`src/rtl/adder_pkg.sv`:
```
package adder_pkg;

    // Carry-resolution pair for one bit position
    typedef struct packed {
        logic prop;
        logic gen;
    } gp_t;

    // Window length covered by a given row
    function automatic int unsigned span_len(input int unsigned radix_log,
                                             input int unsigned row);
        return 1 << (radix_log * row);
    endfunction

endpackage

```
`src/rtl/gp_prep.sv`:
```
module gp_prep
    import adder_pkg::*;
#(
    parameter int WIDTH = 16
) (
    input  logic [WIDTH-1:0] a_i,
    input  logic [WIDTH-1:0] b_i,
    output gp_t  [WIDTH-1:0] gp_o
);
    for (genvar t = 0; t < WIDTH; t++) begin : g_bit
        assign gp_o[t].prop = a_i[t] ^ b_i[t];
        assign gp_o[t].gen  = a_i[t] & b_i[t];
    end
endmodule

```
`src/rtl/and_prefix_net.sv`:
```
// AND prefix network: level s holds, per position t, the AND of propagates
// over max(0, t-2^s+1) .. t. Every RADIX_LOG levels a span is tapped out.
module and_prefix_net #(
    parameter int WIDTH     = 16,
    parameter int RADIX_LOG = 2,
    parameter int ROWS      = 2
) (
    input  logic [WIDTH-1:0] prop_i,
    output logic [WIDTH-1:0] span_o [ROWS]
);
    localparam int STEPS = RADIX_LOG * (ROWS - 1);

    logic [WIDTH-1:0] lvl [STEPS+1];

    assign lvl[0] = prop_i;

    for (genvar s = 1; s <= STEPS; s++) begin : g_lvl
        localparam int DIST = 1 << (s - 1);
        for (genvar t = 0; t < WIDTH; t++) begin : g_pos
            if (t >= DIST) begin : g_and
                assign lvl[s][t] = lvl[s-1][t] & lvl[s-1][t-DIST];
            end else begin : g_pass
                assign lvl[s][t] = lvl[s-1][t];
            end
        end
    end

    for (genvar l = 0; l < ROWS; l++) begin : g_tap
        assign span_o[l] = lvl[RADIX_LOG*l];
    end
endmodule

```
`src/rtl/wide_gen_gate.sv`:
```
// Group generate of FANIN ordered spans; index 0 is the most significant.
module wide_gen_gate #(
    parameter int FANIN = 4
) (
    input  logic [FANIN-1:0] gen_i,
    input  logic [FANIN-1:0] prop_i,
    output logic             gen_o
);
    logic             [FANIN-1:0] pass_above;
    logic             [FANIN-1:0] minterm;

    // suffix AND of the more significant span propagates
    assign pass_above[0] = 1'b1;
    for (genvar j = 1; j < FANIN; j++) begin : g_suffix
        assign pass_above[j] = pass_above[j-1] & prop_i[j-1];
    end

    for (genvar j = 0; j < FANIN; j++) begin : g_min
        assign minterm[j] = gen_i[j] & pass_above[j];
    end

    assign gen_o = |minterm;
endmodule

```
`src/rtl/wide_carry_adder.sv`:
```
module wide_carry_adder
    import adder_pkg::*;
#(
    parameter int RADIX_LOG = 2,
    parameter int ROWS      = 2,
    parameter int WIDTH     = 16
) (
    input  logic [WIDTH-1:0] a_i,
    input  logic [WIDTH-1:0] b_i,
    output logic [WIDTH:0]   sum_o
);
    localparam int FANIN = 1 << RADIX_LOG;

    // structural consistency of the parameters
    if (RADIX_LOG < 1 || ROWS < 1 || WIDTH != (1 << (RADIX_LOG * ROWS))) begin : g_bad_cfg
        $error("wide_carry_adder: WIDTH must equal 2**(RADIX_LOG*ROWS)");
    end

    gp_t  [WIDTH-1:0] gp;
    logic [WIDTH-1:0] prop_bits;
    logic [WIDTH-1:0] prop_span [ROWS];
    logic [WIDTH-1:0] gen_row   [ROWS+1];
    logic [WIDTH:0]   carry;

    gp_prep #(.WIDTH(WIDTH)) u_prep (
        .a_i  (a_i),
        .b_i  (b_i),
        .gp_o (gp)
    );

    for (genvar t = 0; t < WIDTH; t++) begin : g_unpack
        assign prop_bits[t]  = gp[t].prop;
        assign gen_row[0][t] = gp[t].gen;
    end

    and_prefix_net #(
        .WIDTH     (WIDTH),
        .RADIX_LOG (RADIX_LOG),
        .ROWS      (ROWS)
    ) u_and_net (
        .prop_i (prop_bits),
        .span_o (prop_span)
    );

    for (genvar l = 1; l <= ROWS; l++) begin : g_row
        localparam int SUB = 1 << (RADIX_LOG * (l - 1));
        for (genvar t = 0; t < WIDTH; t++) begin : g_pos
            if (t < SUB) begin : g_buf
                // window already clipped at bit 0 in the previous row
                assign gen_row[l][t] = gen_row[l-1][t];
            end else begin : g_gate
                logic [FANIN-1:0] sub_gen;
                logic [FANIN-1:0] sub_prop;
                for (genvar j = 0; j < FANIN; j++) begin : g_in
                    if (t >= j * SUB) begin : g_live
                        assign sub_gen[j]  = gen_row[l-1][t-j*SUB];
                        assign sub_prop[j] = prop_span[l-1][t-j*SUB];
                    end else begin : g_off
                        assign sub_gen[j]  = 1'b0;
                        assign sub_prop[j] = 1'b0;
                    end
                end
                wide_gen_gate #(.FANIN(FANIN)) u_gate (
                    .gen_i  (sub_gen),
                    .prop_i (sub_prop),
                    .gen_o  (gen_row[l][t])
                );
            end
        end
    end

    // no carry-in
    assign carry[0] = 1'b0;
    for (genvar t = 0; t < WIDTH; t++) begin : g_sum
        assign carry[t+1] = gen_row[ROWS][t];
        assign sum_o[t]   = prop_bits[t] ^ carry[t];
    end
    assign sum_o[WIDTH] = carry[WIDTH];
endmodule

```
`config.mk`:
```
export PLATFORM = sky130hd
export DESIGN_NAME = wide_carry_adder
export DESIGN_NICKNAME = d
export VERILOG_FILES = /design/src/rtl/adder_pkg.sv /design/src/rtl/gp_prep.sv /design/src/rtl/and_prefix_net.sv /design/src/rtl/wide_gen_gate.sv /design/src/rtl/wide_carry_adder.sv
export SDC_FILE = /design/constraint.sdc
export NUM_CORES = 1
export LEC_CHECK = 0
export BUFFER_PORTS_ARGS = -buffer_cell sky130_fd_sc_hd__buf_2
export CORE_ASPECT_RATIO = 1.25
export CORE_MARGIN = 4
export CORE_UTILIZATION = 25
export DETAILED_ROUTE_END_ITERATION = 6
export SYNTH_ARGS = -nofsm -noshare
export SYNTH_HDL_FRONTEND = slang
export SYNTH_HIERARCHICAL = 1
export SYNTH_SLANG_ARGS = --single-unit
```
`constraint.sdc`:
```
create_clock -name vclk -period 4.6
set_input_delay 0.92 -clock vclk [all_inputs]
set_output_delay 0.92 -clock vclk [all_outputs]
set_load 0.01 [all_outputs]
```
# Word level (Yosys, flattened, before mapping)
# Cells that the tools add are included.
# word_totals
reg_bits	0
out_inout_bits	17
wordCells	187
# op_classes
bitwise_logic	164
reduce_logical	23
# ops
cell	n
$and A1 B1 Y1	133
$reduce_or A4 Y1	9
$xor A1 B1 Y1	31
$reduce_or A7 Y1	4
$reduce_or A6 Y1	4
$reduce_or A5 Y1	4
$reduce_or A3 Y1	1
$reduce_or A2 Y1	1

# Longest topological paths before layout
# logic_depth
depth_word	8
mapped_depth	7

# By module
# The synthesis kept the hierarchy.
# by_module_without_submodules
mod	instances	cells_each	area_each_um2	seq_area_each_um2
wide_gen_gate	27	4	18.8	0.0
and_prefix_net	1	32	255.2	0.0
gp_prep	1	16	200.2	0.0
wide_carry_adder	1	17	142.6	0.0

# Worst setup path after synthesis
# OpenSTA, ideal clock, no wires.
# synth_path
path_kind	input port to output port
from	input port a_i[1]
to	output port sum_o[15]
arrival_time_ps	2147
setup_slack_ps	1533
stages	7
path_cell_list	ha_1 buf_4 nand2_1 o21ai_1 a21oi_1 o21ai_1 xor2_1
# synth_lines
element	line	rtl
from (decl)	wide_carry_adder.sv:8	input logic [WIDTH-1:0] a_i,
to (decl)	wide_carry_adder.sv:10	output logic [WIDTH:0] sum_o

==> flow_metrics.py <==
metrics = {
    "global_routing": {
        "grt_first_pass_wirelength_mm": 4.76,
        "grt_start_max_net_pins": 10,
        "overflow": 0,
        "grt_pass1_vias": 1130,
        "grt_antenna_before_repair": 0,
        "grt.total_usage_pct": 10.3,
    },
    "power_and_ir_drop": {
        "p_leak_nw": 0.639,
        "p_sw_share_pct": 58.3,
        "power_frac_clock_pct": 0,
        "seqPwrFrac_pct": 0,
        "p_int_mw": 0.0834,
        "max-vdd-ir-drop_v": 0.0000540,
        "powerDensity_nw_per_um2": 148,
        "power_switching_mw": 0.117,
        "combPwrFrac_pct": 100.0,
    },
    "logic_synthesis": {
        "mappedNetlistArea_um2": 1100,
        "yosysSeqAreaShare_pct": 0,
        "synth-simple-area-share_pct": 20.7,
        "synth_top_cell_area_share_pct": 24.5,
        "synth_compound_area_share_pct": 36.7,
        "synthAdderAreaFrac_pct": 18.1,
        "synth_area_leader_cell": "a21oi_1",
        "postSynthCellCount": 173,
        "synth_xor_area_share_pct": 11.9,
        "synth_warnings": 6,
        "synth_area_leaders": "a21oi_1, ha_1, buf_4, o21ai_1, xor2_1",
        "synthMuxAreaShare_pct": 0,
        "syn_area_per_cell_um2": 6.39,
        "synth.distinct_cells": 10,
        "synth_top_family_by_area": "compound AO/OA/AOI/OAI gates",
    },
    "place": {
        "placedCellCount": 279,
        "port_buffers": 49,
        "dp_hpwl_mm": 2.59,
        "place_congestion": 0.823,
    },
    "hold_path": {
        "hold_start": "b_i[15]",
        "min_path_cells": 4,
        "hold_class": "in -> out",
        "hold-path-endpoint": "sum_o[15]",
    },
    "clock_network": {
        "cts_hold_buf": 0,
        "post_cts_buffers": 0,
        "post_cts_resized": 0,
    },
    "final_layout": {
        "nFlopsAndLatches": 0,
        "regArea_um2": 0,
        "area_growth_pct": 22.8,
        "clock_buffers": 0,
        "antenna_cells": 0,
        "drive_gt1_share_pct": 22.4,
        "stdcell_count": 279,
        "nNetsFinal": 273,
    },
    "detailed_routing": {
        "dr.pass1.iters": 4,
        "highest_layer": "met4",
        "drc": 0,
        "ant_nets": 0,
        "drt_wl_total_mm": 3.02,
        "routedWlPerCell_um": 10.8,
        "drt_iter0_drc": 58,
        "met1_length_mm": 1.38,
        "vias": 1289,
        "route.met2.wl_mm": 1.38,
        "vias_per_cell": 4.62,
        "wl_met3_um": 238,
    },
    "sta": {
        "finalSetupViolations": 0,
        "drv_slew": 0,
        "post-route-period-util_pct": 72.9,
        "fmax_ghz": 0.298,
        "hold_viol_final": 0,
        "rsz0062_at_grt": "no",
        "fin_crit_ns": 3.35,
        "finalSetupTns_ns": 0,
    },
    "worst_setup_path": {
        "start_kind": "primary input",
        "worstSetupPathType": "in -> out",
        "worstPathMaxFanout": 9,
        "critPathRequiredTime_ns": 3.68,
        "end_kind": "output pin",
        "cp.arrival_ns": 2.43,
    },
    "floorplanning": {
        "die-area_um2": 5550,
        "ios": 49,
        "start_util_pct": 26.5,
        "die_x_um": 67.5,
        "row_count": 26,
        "die_h_um": 82.3,
        "core_um2": 4160,
    },
    "flow_run": {
        "drv_cap": 0,
    },
    "outcome": {
        "outcome": "finished, final reports clean",
    },
}
## area by class of cell
cell class | count | area [um2]
fillers | 506 | 2810
repair buffers | 49 | 245
well taps | 56 | 70.1
multi-input cells | 174 | 1040
## placed cells by master (no fill, tap or decap)
cell,instances
a21oi_1,54
o21ai_1,27
xor2_1,15
and3_2,1
ha_1,16
conb_1,20
buf_2,49
and2_1,1
nand2_1,27
and4_1,13
## power by group through the flow
stage / sequential, mW / clock, mW / combinational (mW)
5_1_grt: 0 / 0 / 0.226
4_1_cts: 0 / 0 / 0.202
2_1_floorplan: 0 / 0 / 0.153
3_3_place_gp: 0 / 0 / 0.201
3_5_place_dp: 0 / 0 / 0.201
6_report: 0 / 0 / 0.200
## critical path, stage by stage
cell	delay (ns)
buf_2	0.10
ha_1	0.43
nand2_1	0.08
o21ai_1	0.31
a21oi_1	0.12
o21ai_1	0.19
xor2_1	0.14
buf_2	0.14
## metrics by stage
stage          hold slack (ns)  worst slack, ns  area, um2  utilization (%)  total power [mW]
2_1_floorplan             2.04             1.53       1180                -             0.153
3_3_place_gp              2.30             1.30       1360             32.6             0.201
3_5_place_dp              2.30             1.26       1360             32.6             0.201
4_1_cts                   2.30             1.25       1360             32.6             0.202
5_1_grt                   2.34             1.08       1360             32.6             0.226
6_report                  2.29             1.25       1360             32.6             0.200
## synthesized netlist by cell type
cell type	count
buf_4	18
xor2_1	15
o21ai_1	27
nand2_1	27
and3_2	1
and2_1	1
ha_1	16
and4_1	13
conb_1	1
a21oi_1	54
## metal layers
layer  up-vias  GRT usage (%)
li1        714              -
met1       531           13.4
met2        42           18.6
met3         2           1.08
met4         0          0.811
met5         -              0
## worst max path at each step
stage / startpoint / endpoint
after floorplan: a_i[1] / sum_o[15]
after global placement: a_i[4] / sum_o[15]
after detailed placement: a_i[2] / sum_o[15]
after CTS: a_i[2] / sum_o[15]
after global routing: b_i[2] / sum_o[15]
final: a_i[1] / sum_o[15]
## cells by family (layout without fill, tap and decap cells)
kind of cell | count (synthesis) | count (layout)
buffers and inverters | 18 | 49
xor gates and xnor gates | 15 | 15
other | 1 | 20
AOI/OAI and AO/OA | 81 | 81
and+or+nand+nor | 42 | 42
adders and majority gates | 16 | 16
Power figures use the tool's default switching activity.
